[config.mk]
export PLATFORM = sky130hd
export DESIGN_NAME = bank_clk_div
export DESIGN_NICKNAME = d
export VERILOG_FILES = /design/src/rtl/bank_clk_div.sv
export SDC_FILE = /design/constraint.sdc
export NUM_CORES = 1
export LEC_CHECK = 0
export ABC_CLOCK_PERIOD_IN_PS = 2300
export BUFFER_PORTS_ARGS = -buffer_cell sky130_fd_sc_hd__buf_2
export CAP_MARGIN = 20
export CORE_AREA = 2 2 39 41
export DETAILED_ROUTE_END_ITERATION = 8
export DIE_AREA = 0 0 41 43
export PLACE_DENSITY = 0.78
export SETUP_SLACK_MARGIN = 0.15
export SYNTH_ARGS = -nofsm -noshare
export SYNTH_HDL_FRONTEND = slang
export SYNTH_SLANG_ARGS = --single-unit
[constraint.sdc]
create_clock -name clk_in -period 2.3 [get_ports clk_in]
set_input_delay 0.23 -clock clk_in [delete_from_list [all_inputs] [get_ports clk_in]]
set_output_delay 0.23 -clock clk_in [all_outputs]
set_load 0.005 [all_outputs]
[src/rtl/bank_clk_div.sv]
module bank_clk_div #(
  parameter int NBANK = 4,
  parameter int NOUT  = 5,
  localparam int PW   = $clog2(NBANK),
  localparam int NQ   = NBANK * NOUT
) (
  input  logic             clk_in,
  input  logic             oe_n_rst,
  input  logic [NBANK-1:0] div_sel,
  input  logic [PW-1:0]    pol_code,
  output logic [NQ-1:0]    q_data,
  output logic [NQ-1:0]    q_oe
);

  logic [1:0] rel_sync;
  logic       run;
  logic       half;

  always_ff @(posedge clk_in or negedge oe_n_rst) begin
    if (!oe_n_rst) rel_sync <= 2'b00;
    else           rel_sync <= {rel_sync[0], 1'b1};
  end

  assign run = rel_sync[1];

  always_ff @(posedge clk_in or negedge oe_n_rst) begin
    if (!oe_n_rst)  half <= 1'b0;
    else if (!run)  half <= 1'b0;
    else            half <= ~half;
  end

  assign q_oe = {NQ{oe_n_rst}};

  for (genvar b = 0; b < NBANK; b++) begin : g_bank
    logic base, inv;
    assign inv  = (b <= int'(pol_code));
    assign base = div_sel[b] ? (run & clk_in) : half;
    assign q_data[b*NOUT +: NOUT] = {NOUT{base ^ inv}};
  end

endmodule

==> key figures, run 1 <==
Logic synthesis
  – Synth Register Bits: 3
  – Synth async-reset ratio: 100.0%
  – Most frequent cell after synthesis: buf_4
  – Leading post-synthesis cells by instance count: buf_4, mux2i_1, dfrtp_1, xor2_1
  – Largest family of logic cells by synthesized area: buffers and inverters
  – Cells after synthesis: 51
  – Ys flop type: dfrtp_1
  – Synth top area share: 61.71%
  – Xor/xnor share of the synthesized area: 6.000%
  – Synth warn: 0
  – Seq/Total Area, Yosys: 17.14%
  – Mux cell area share after synthesis: 9.143%
  – Syn_area_per_cell: 8.587 sq um
  – Post-Syn Area: 437.9 sq um
  – Largest area contributor in the synthesized netlist: buf_4
  – Synth Net Count: 59
  – Post-synth EDFFs: 0
  – Synth Area in Adders: 0%
  – Post-Synth Simple-Gate Area: 5.143%
  – Post-synthesis compound-gate area fraction: 0%
  – Area contributors post-synth: buf_4, dfrtp_1, mux2i_1
  – Netlist cell types: 10

Worst setup path
  – Max stage delay on crit path: 0.21 ns
  – Buffers and inverters on the worst path: 10
  – Slowest cell on crit path: xor2_1
  – Crit path required time: 2.07 ns
  – Critical Setup Path Class: clock port to output pin
  – Crit path launch type: clock port
  – Worst path most repeated cell: buf_8
  – Worst endpoint data arrival time: 2.75 ns
  – Top delay family on crit path: buffers and inverters
  – Crit-path cells: buf_8 > buf_8 > buf_8 > buf_8 > buf_8 > and2_4 > buf_8 > buf_8 > mux2i_2 > xor2_1 > buf_4 > buf_8 > buf_6
  – CP max FO: 3
  – Crit path capture type: output pin

Global route
  – Total GRT Usage: 23.74%
  – Largest net degree at the start of global routing: 24
  – First-pass GRT wire length: 2.525 mm
  – Vias in the first global route: 644
  – GRT overflow: 0
  – Initial antenna violation count: 0

Floorplanning
  – Die H: 43 um
  – Die Wd: 41 um
  – Site row count: 14
  – I/O Pins: 48
  – Die area: 1763 sq um
  – Initial core utilization: 31.65%
  – Core ar.: 1384 sq um

Placed design
  – Placed cell count: 78
  – Port bufs: 47
  – Hpwl dp: 572.6 um
  – DP Area: 422.9 sq um
  – Final Wtd Congestion: 0.5528

Pwr
  – Total power: 1.239 mW
  – P_leak: 0.4732 nW
  – Pwr Density: 1375 nW/um^2
  – Peak supply drop: 0.0007386 V

CTS
  – CTS tree: done
  – CTS clk-pin slew, worst paths: 0.04 ns
  – Clk_lat worst skew: 0.34 ns

STA
  – RSZ-0062 raised after global routing: true
  – Total negative slack: -12.04 ns
  – Hold Vio Cnt, Final: 0
  – Fin. max-slew vios: 0
  – Final worst slack: -0.6760 ns
  – Fin Hold WS: 0.3185 ns
  – Final setup viols: 20
  – Final Skew: 0.006167 ns

Layout
  – Nets@finish: 98
  – Diodes inserted: 0
  – Fill cells: 95
  – Synth-to-layout area growth: 105.7%
  – Post-route cell area: 900.9 sq um
  – Non-filler instance count after layout: 109
  – Layout cell share with drive strength beyond 1: 81.72%

Routing
  – Vias: 477
  – 1st-pass router iterations: 4
  – Drt wl/cell: 14.28 um
  – Drt drc: 0
  – Number of vias per cell: 4.376
  – ANT nets after route: 0
  – WL final: 1.556 mm
  – Starting DRT DRC Count: 5

Job
  – Max-Cap Viols: 0

Status
  – Violated checks: negative setup slack
  – Outcome: complete, but fails checks

Worst hold path
  – Min-Delay Path Class: input port to async pin
-- final timing paths --
path                                  startpoint                     to  cells after the start  slack, ns
max reg2reg                       half$_DFF_PN0_         half$_DFF_PN0_                      1       1.58
min                                     oe_n_rst         half$_DFF_PN0_                      2       0.32
min reg2reg                rel_sync[0]$_DFF_PN0_  rel_sync[1]$_DFF_PN0_                      0       0.35
max in group asynchronous               oe_n_rst  rel_sync[1]$_DFF_PN0_                      2       1.76
max                                       clk_in             q_data[19]                     13      -0.68
min in group clk_in        rel_sync[0]$_DFF_PN0_  rel_sync[1]$_DFF_PN0_                      0       0.35
-- metal layers --
| layer | track usage, % | wire (um) |
|---|---|---|
| met1 | 15.53 | 480 |
| met2 | 19.69 | 805 |
| met3 | 27.23 | 218 |
| met4 | 48.67 | 52 |
| met5 | 0 | 0 |
-- flip-flops by register name, summed over array words and instances (netlist names) --
name and count:
half 1, rel_sync 2
-- repair_timing --
action	4_1_cts	5_1_grt
pin swaps	4	3
buffers inserted	1	0
hold buffers	1	0
gates resized for setup	33	27
endpoints found under the hold margin	3	0
setup endpoints to repair	20	21
-- cells in the final DEF, fill, tap and decap left out, drive strengths merged, types with 2 or more instances in the layout --
| master | synthesis | layout |
|---|---|---|
| mux2i | 4 | 4 |
| dfrtp | 3 | 3 |
| buf | 36 | 68 |
| clkbuf | 0 | 9 |
| xor2 | 2 | 2 |
-- report_power, final --
part,total [mW],switching [mW],internal [mW]
Clock,1.14,0.323,0.820
Combinational,0.0366,0.0190,0.0175
Sequential,0.0597,0.00367,0.0561
Total,1.24,0.345,0.894
-- logic make-up after synthesis --
family	count (synthesis)
and+or+nand+nor	4
buffers and inverters	36
muxes	4
other	1
DFF	3
xor gates and xnor gates	3
-- layout make-up --
| type | instances | area (sq um) | area share [%] |
|---|---|---|---|
| multi-input cells | 12 | 112.6 | 12.50 |
| flip-flops and latches | 3 | 75.07 | 8.333 |
| well taps | 16 | 20.02 | 2.222 |
| clock buffers | 50 | 548.0 | 60.83 |
| repair buffers | 28 | 145.1 | 16.11 |
-- through the flow --
stage               worst slack, ns  util [%]
floorplan                    0.1344         -
global placement             0.2368     30.56
detailed placement           0.2368     30.56
CTS                         -0.7883     60.76
global route                -0.7296     65.10
finish                      -0.6760     65.10
(Power assumes the default switching activity.)
==> run 2: changes to the inputs <==
--- a/config.mk
+++ b/config.mk
@@ -12,6 +12,7 @@
 export DETAILED_ROUTE_END_ITERATION = 8
 export DIE_AREA = 0 0 41 43
 export PLACE_DENSITY = 0.78
+export REMOVE_ABC_BUFFERS = 1
 export SETUP_SLACK_MARGIN = 0.15
 export SYNTH_ARGS = -nofsm -noshare
 export SYNTH_HDL_FRONTEND = slang
==> key figures, run 2 (synthesis gave the netlist of run 1 again) <==
Status
  – Outcome: complete, but fails checks
  – Violated checks: negative setup slack

Routing
  – Drt wl/cell: 12.28 um
  – ANT nets after route: 0
  – Starting DRT DRC Count: 7
  – Drt drc: 0
  – WL final: 1.338 mm
  – 1st-pass router iterations: 2
  – Number of vias per cell: 4.248
  – Vias: 463

Worst setup path
  – Crit path capture type: output pin
  – CP max FO: 3
  – CP Launch Point: clk_in
  – Critical Setup Path Class: clock port to output pin
  – R2R setup slack: 1.62 ns
  – Crit path required time: 2.07 ns
  – Crit path launch type: clock port
  – Reg2reg start: half$_DFF_PN0_
  – Worst endpoint data arrival time: 2.70 ns

Floorplanning
  – Initial core utilization: 31.65%
  – Die area: 1763 sq um
  – Die H: 43 um
  – Die Wd: 41 um
  – Site row count: 14
  – Core ar.: 1384 sq um
  – I/O Pins: 48

Pwr
  – Peak supply drop: 0.0006733 V
  – Pwr Density: 1364 nW/um^2
  – P_leak: 0.4820 nW
  – Total power: 1.234 mW

Layout
  – Biggest regs: rel_sync x2, half x1
  – Layout cell share with drive strength beyond 1: 81.72%
  – Most common cell after layout, fill and taps aside: buf_2
  – Commonest cells after routing, fill and taps aside: buf_2, buf_6, buf_8, clkbuf_1
  – Diodes inserted: 0
  – Nets@finish: 98
  – Synth-to-layout area growth: 106.6%
  – Non-filler instance count after layout: 109
  – Fill cells: 88
  – Largest Register: rel_sync
  – Max reg flops: 2

CTS
  – Clk_lat worst skew: 0.34 ns
  – CTS tree: done
  – CTS clk-pin slew, worst paths: 0.04 ns

Placed design
  – Hpwl dp: 543.5 um
  – Place WS: 0.2350 ns
  – Port bufs: 47
  – Placed cell count: 78
  – Final Wtd Congestion: 0.6334

Global route
  – GRT overflow: 0
  – GR Util met1: 12.38%
  – Met3 usage: 36.13%
  – First-pass GRT wire length: 2.001 mm
  – Grt met2 use: 19.06%
  – Vias in the first global route: 537
  – Busiest grt layer: met4
  – Initial antenna violation count: 0
  – Largest net degree at the start of global routing: 24
  – Total GRT Usage: 25.81%

STA
  – Fin. max-slew vios: 0
  – Final Skew: 0.0008246 ns
  – Final worst slack: -0.6292 ns
  – Final setup viols: 20
  – RSZ-0062 raised after global routing: true
  – Total negative slack: -11.35 ns
  – Hold Vio Cnt, Final: 0
  – Fin Hold WS: 0.2990 ns

Worst hold path
  – Min-Delay Path Class: input port to async pin

Job
  – Max-Cap Viols: 0
==> run 2: cell counts in the layout (fill, tap and decap cells not counted) <==
Identical to the previous run, type by type.
==> run 2: per-layer routing <==
| layer | part of all wire [%] | wire, um |
|---|---|---|
| met5 | 0 | 0 |
| met4 | 2.5 | 34 |
| met3 | 18 | 239 |
| met2 | 48 | 648 |
| met1 | 31 | 416 |
==> run 2: final timing paths <==
check | endpoint | cells past startpoint
setup reg to reg | half$_DFF_PN0_ | 1
min in group clk_in | rel_sync[1]$_DFF_PN0_ | 0
max in group asynchronous | half$_DFF_PN0_ | 2
hold reg to reg | rel_sync[1]$_DFF_PN0_ | 0
setup / recovery | q_data[18] | 13
hold / removal | rel_sync[0]$_DFF_PN0_ | 2
==> run 2: cell type report <==
cell class                 count  area (sq um)  area share [%]
multi-input combinational     12         116.4           12.86
clock buffer                  50         548.0           60.58
tap                           16         20.02           2.213
timing repair buffer          28         145.1           16.04
sequential                     3         75.07           8.299
==> run 2: what timing repair did <==
| item | 4_1_cts | 5_1_grt |
|---|---|---|
| endpoints found under the hold margin | 3 | 0 |
| setup endpoints to repair | 20 | 21 |
| setup buffers | 0 | 1 |
| pin swaps | 4 | 3 |
| hold buffers | 1 | 0 |
| resized for setup | 29 | 32 |
==> run 2: worst max-delay path, cell delays in order <==
cell,delay (ns)
buf_8,0.09
buf_8,0.10
buf_8,0.10
buf_8,0.10
buf_8,0.10
and2_4,0.13
buf_8,0.11
buf_8,0.11
mux2i_2,0.16
xor2_1,0.18
buf_4,0.16
buf_8,0.11
buf_6,0.09
==> run 2: where the power goes <==
group | leakage, nW | switching (mW) | internal [mW]
clock network | 0.326 | 0.313 | 0.826
registers | 0.0358 | 0.00339 | 0.0561
logic | 0.120 | 0.0183 | 0.0175
==> run 2: metrics by stage <==
stage	area (sq um)	util, %
after global placement	422.9	30.56
after floorplan	167.7	-
after detailed placement	422.9	30.56
after CTS	810.8	58.59
after global routing	904.6	65.37
final	904.6	65.37
==> run 3: changes to the inputs <==
--- a/config.mk
+++ b/config.mk
@@ -11,6 +11,7 @@
 export CORE_AREA = 2 2 39 41
 export DETAILED_ROUTE_END_ITERATION = 8
 export DIE_AREA = 0 0 41 43
+export MAX_ROUTING_LAYER = met4
 export PLACE_DENSITY = 0.78
 export REMOVE_ABC_BUFFERS = 1
 export SETUP_SLACK_MARGIN = 0.15
==> key figures, run 3 (synthesis gave the netlist of run 1 again) <==
Status
  – Outcome: complete, but fails checks
  – Violated checks: negative setup slack

Floorplanning
  – Die Wd: 41 um
  – Die H: 43 um
  – Core ar.: 1384 sq um
  – Site row count: 14
  – I/O Pins: 48
  – Die area: 1763 sq um
  – Initial core utilization: 31.65%

Routing
  – Drt wl/cell: 12.44 um
  – Drt drc: 0
  – Starting DRT DRC Count: 14
  – 1st-pass router iterations: 4
  – Vias: 468
  – ANT nets after route: 0
  – Number of vias per cell: 4.294
  – WL final: 1.356 mm

CTS
  – CTS tree: done
  – Clk_lat worst skew: 0.34 ns
  – CTS clk-pin slew, worst paths: 0.04 ns

STA
  – Final worst slack: -0.6444 ns
  – Hold Vio Cnt, Final: 0
  – Final Skew: 0.0005359 ns
  – RSZ-0062 raised after global routing: true
  – Final setup viols: 20
  – Total negative slack: -11.53 ns
  – Fin. max-slew vios: 0

Pwr
  – Peak supply drop: 0.0006741 V
  – Pwr Density: 1366 nW/um^2
  – P_leak: 0.4820 nW

Placed design
  – Hpwl dp: 543.5 um
  – Place WS: 0.2350 ns
  – Placed cell count: 78
  – Final Wtd Congestion: 0.6385
  – Port bufs: 47

Worst setup path
  – Worst r2r path cells: 1
  – Reg2reg start: half$_DFF_PN0_
  – Crit path capture type: output pin
  – Crit path required time: 2.07 ns
  – Crit path launch type: clock port
  – R2R setup slack: 1.62 ns
  – CP max FO: 3
  – Critical Setup Path Class: clock port to output pin
  – Worst endpoint data arrival time: 2.71 ns
  – Reg2reg end: half$_DFF_PN0_

Global route
  – GR Util met1: 7.818%
  – Largest net degree at the start of global routing: 24
  – GRT overflow: 0
  – Vias in the first global route: 534
  – First-pass GRT wire length: 1.787 mm
  – Total GRT Usage: 19.73%
  – Met3 usage: 20.42%
  – Busiest grt layer: met4
  – Initial antenna violation count: 0
  – Grt met2 use: 16.56%

Layout
  – Storage cell area: 75.07 sq um
  – Nets@finish: 98
  – Synth-to-layout area growth: 106.6%
  – Diodes inserted: 0
  – Largest Register: rel_sync
  – Non-filler instance count after layout: 109
  – Fill cells: 88
  – Most common cell after layout, fill and taps aside: buf_2
  – Max reg flops: 2
  – Area of the multi-input gates: 116.4 sq um
  – Commonest cells after routing, fill and taps aside: buf_2, buf_6, buf_8, clkbuf_1
  – Layout cell share with drive strength beyond 1: 81.72%
  – Biggest regs: rel_sync x2, half x1

Job
  – Max-Cap Viols: 0

Worst hold path
  – Min-Delay Path Class: input port to async pin
==> run 3: final cells by class <==
class	count	area share [%]
Multi-Input combinational cell	12	12.86
Tap cell	16	2.213
Clock buffer	50	60.58
Sequential cell	3	8.299
Timing Repair Buffer	28	16.04
==> run 3: worst max path at each step <==
stage	start	endpoint	cells after the start
floorplan	clk_in	q_data[15]	3
global placement	clk_in	q_data[15]	4
detailed placement	clk_in	q_data[15]	4
CTS	clk_in	q_data[16]	13
global route	clk_in	q_data[18]	13
finish	clk_in	q_data[18]	13
==> run 3: report_power, final <==
group | total, mW | internal [mW] | switching [mW]
logic | 0.0358 | 0.0175 | 0.0183
clock network | 1.14 | 0.826 | 0.314
registers | 0.0595 | 0.0561 | 0.00346
total | 1.24 | 0.900 | 0.336
==> run 3: worst max-delay path, cell delays in order <==
cell	delay [ns]
buf_8	0.09
buf_8	0.10
buf_8	0.10
buf_8	0.10
buf_8	0.10
and2_4	0.13
buf_8	0.11
buf_8	0.11
mux2i_2	0.16
xor2_1	0.19
buf_4	0.17
buf_8	0.11
buf_6	0.09
==> run 3: per-stage QoR <==
step / util, % / cell area [sq um] / hold slack, ns / power (mW)
5_1_grt: 65.37 / 904.6 / 0.2989 / 1.315
6_report: 65.37 / 904.6 / 0.2998 / 1.236
3_5_place_dp: 30.56 / 422.9 / 0.1220 / 0.2885
3_3_place_gp: 30.56 / 422.9 / 0.1107 / 0.2880
4_1_cts: 58.59 / 810.8 / 0.3013 / 1.026
2_1_floorplan: - / 167.7 / -0.06559 / 0.1550
==> run 3: routing by layer <==
| layer | wire, um | vias to the layer above |
|---|---|---|
| met1 | 397 | 194 |
| met5 | 0 | - |
| met3 | 267 | 9 |
| li1 | - | 199 |
| met4 | 78 | 0 |
| met2 | 612 | 66 |
==> run 3: timing repair <==
item	in CTS	in global routing
hold endpoints to repair	3	0
hold buffers	1	0
buffers inserted	0	1
resized for setup	29	32
endpoints found under the setup margin	20	21
pin swaps	4	3
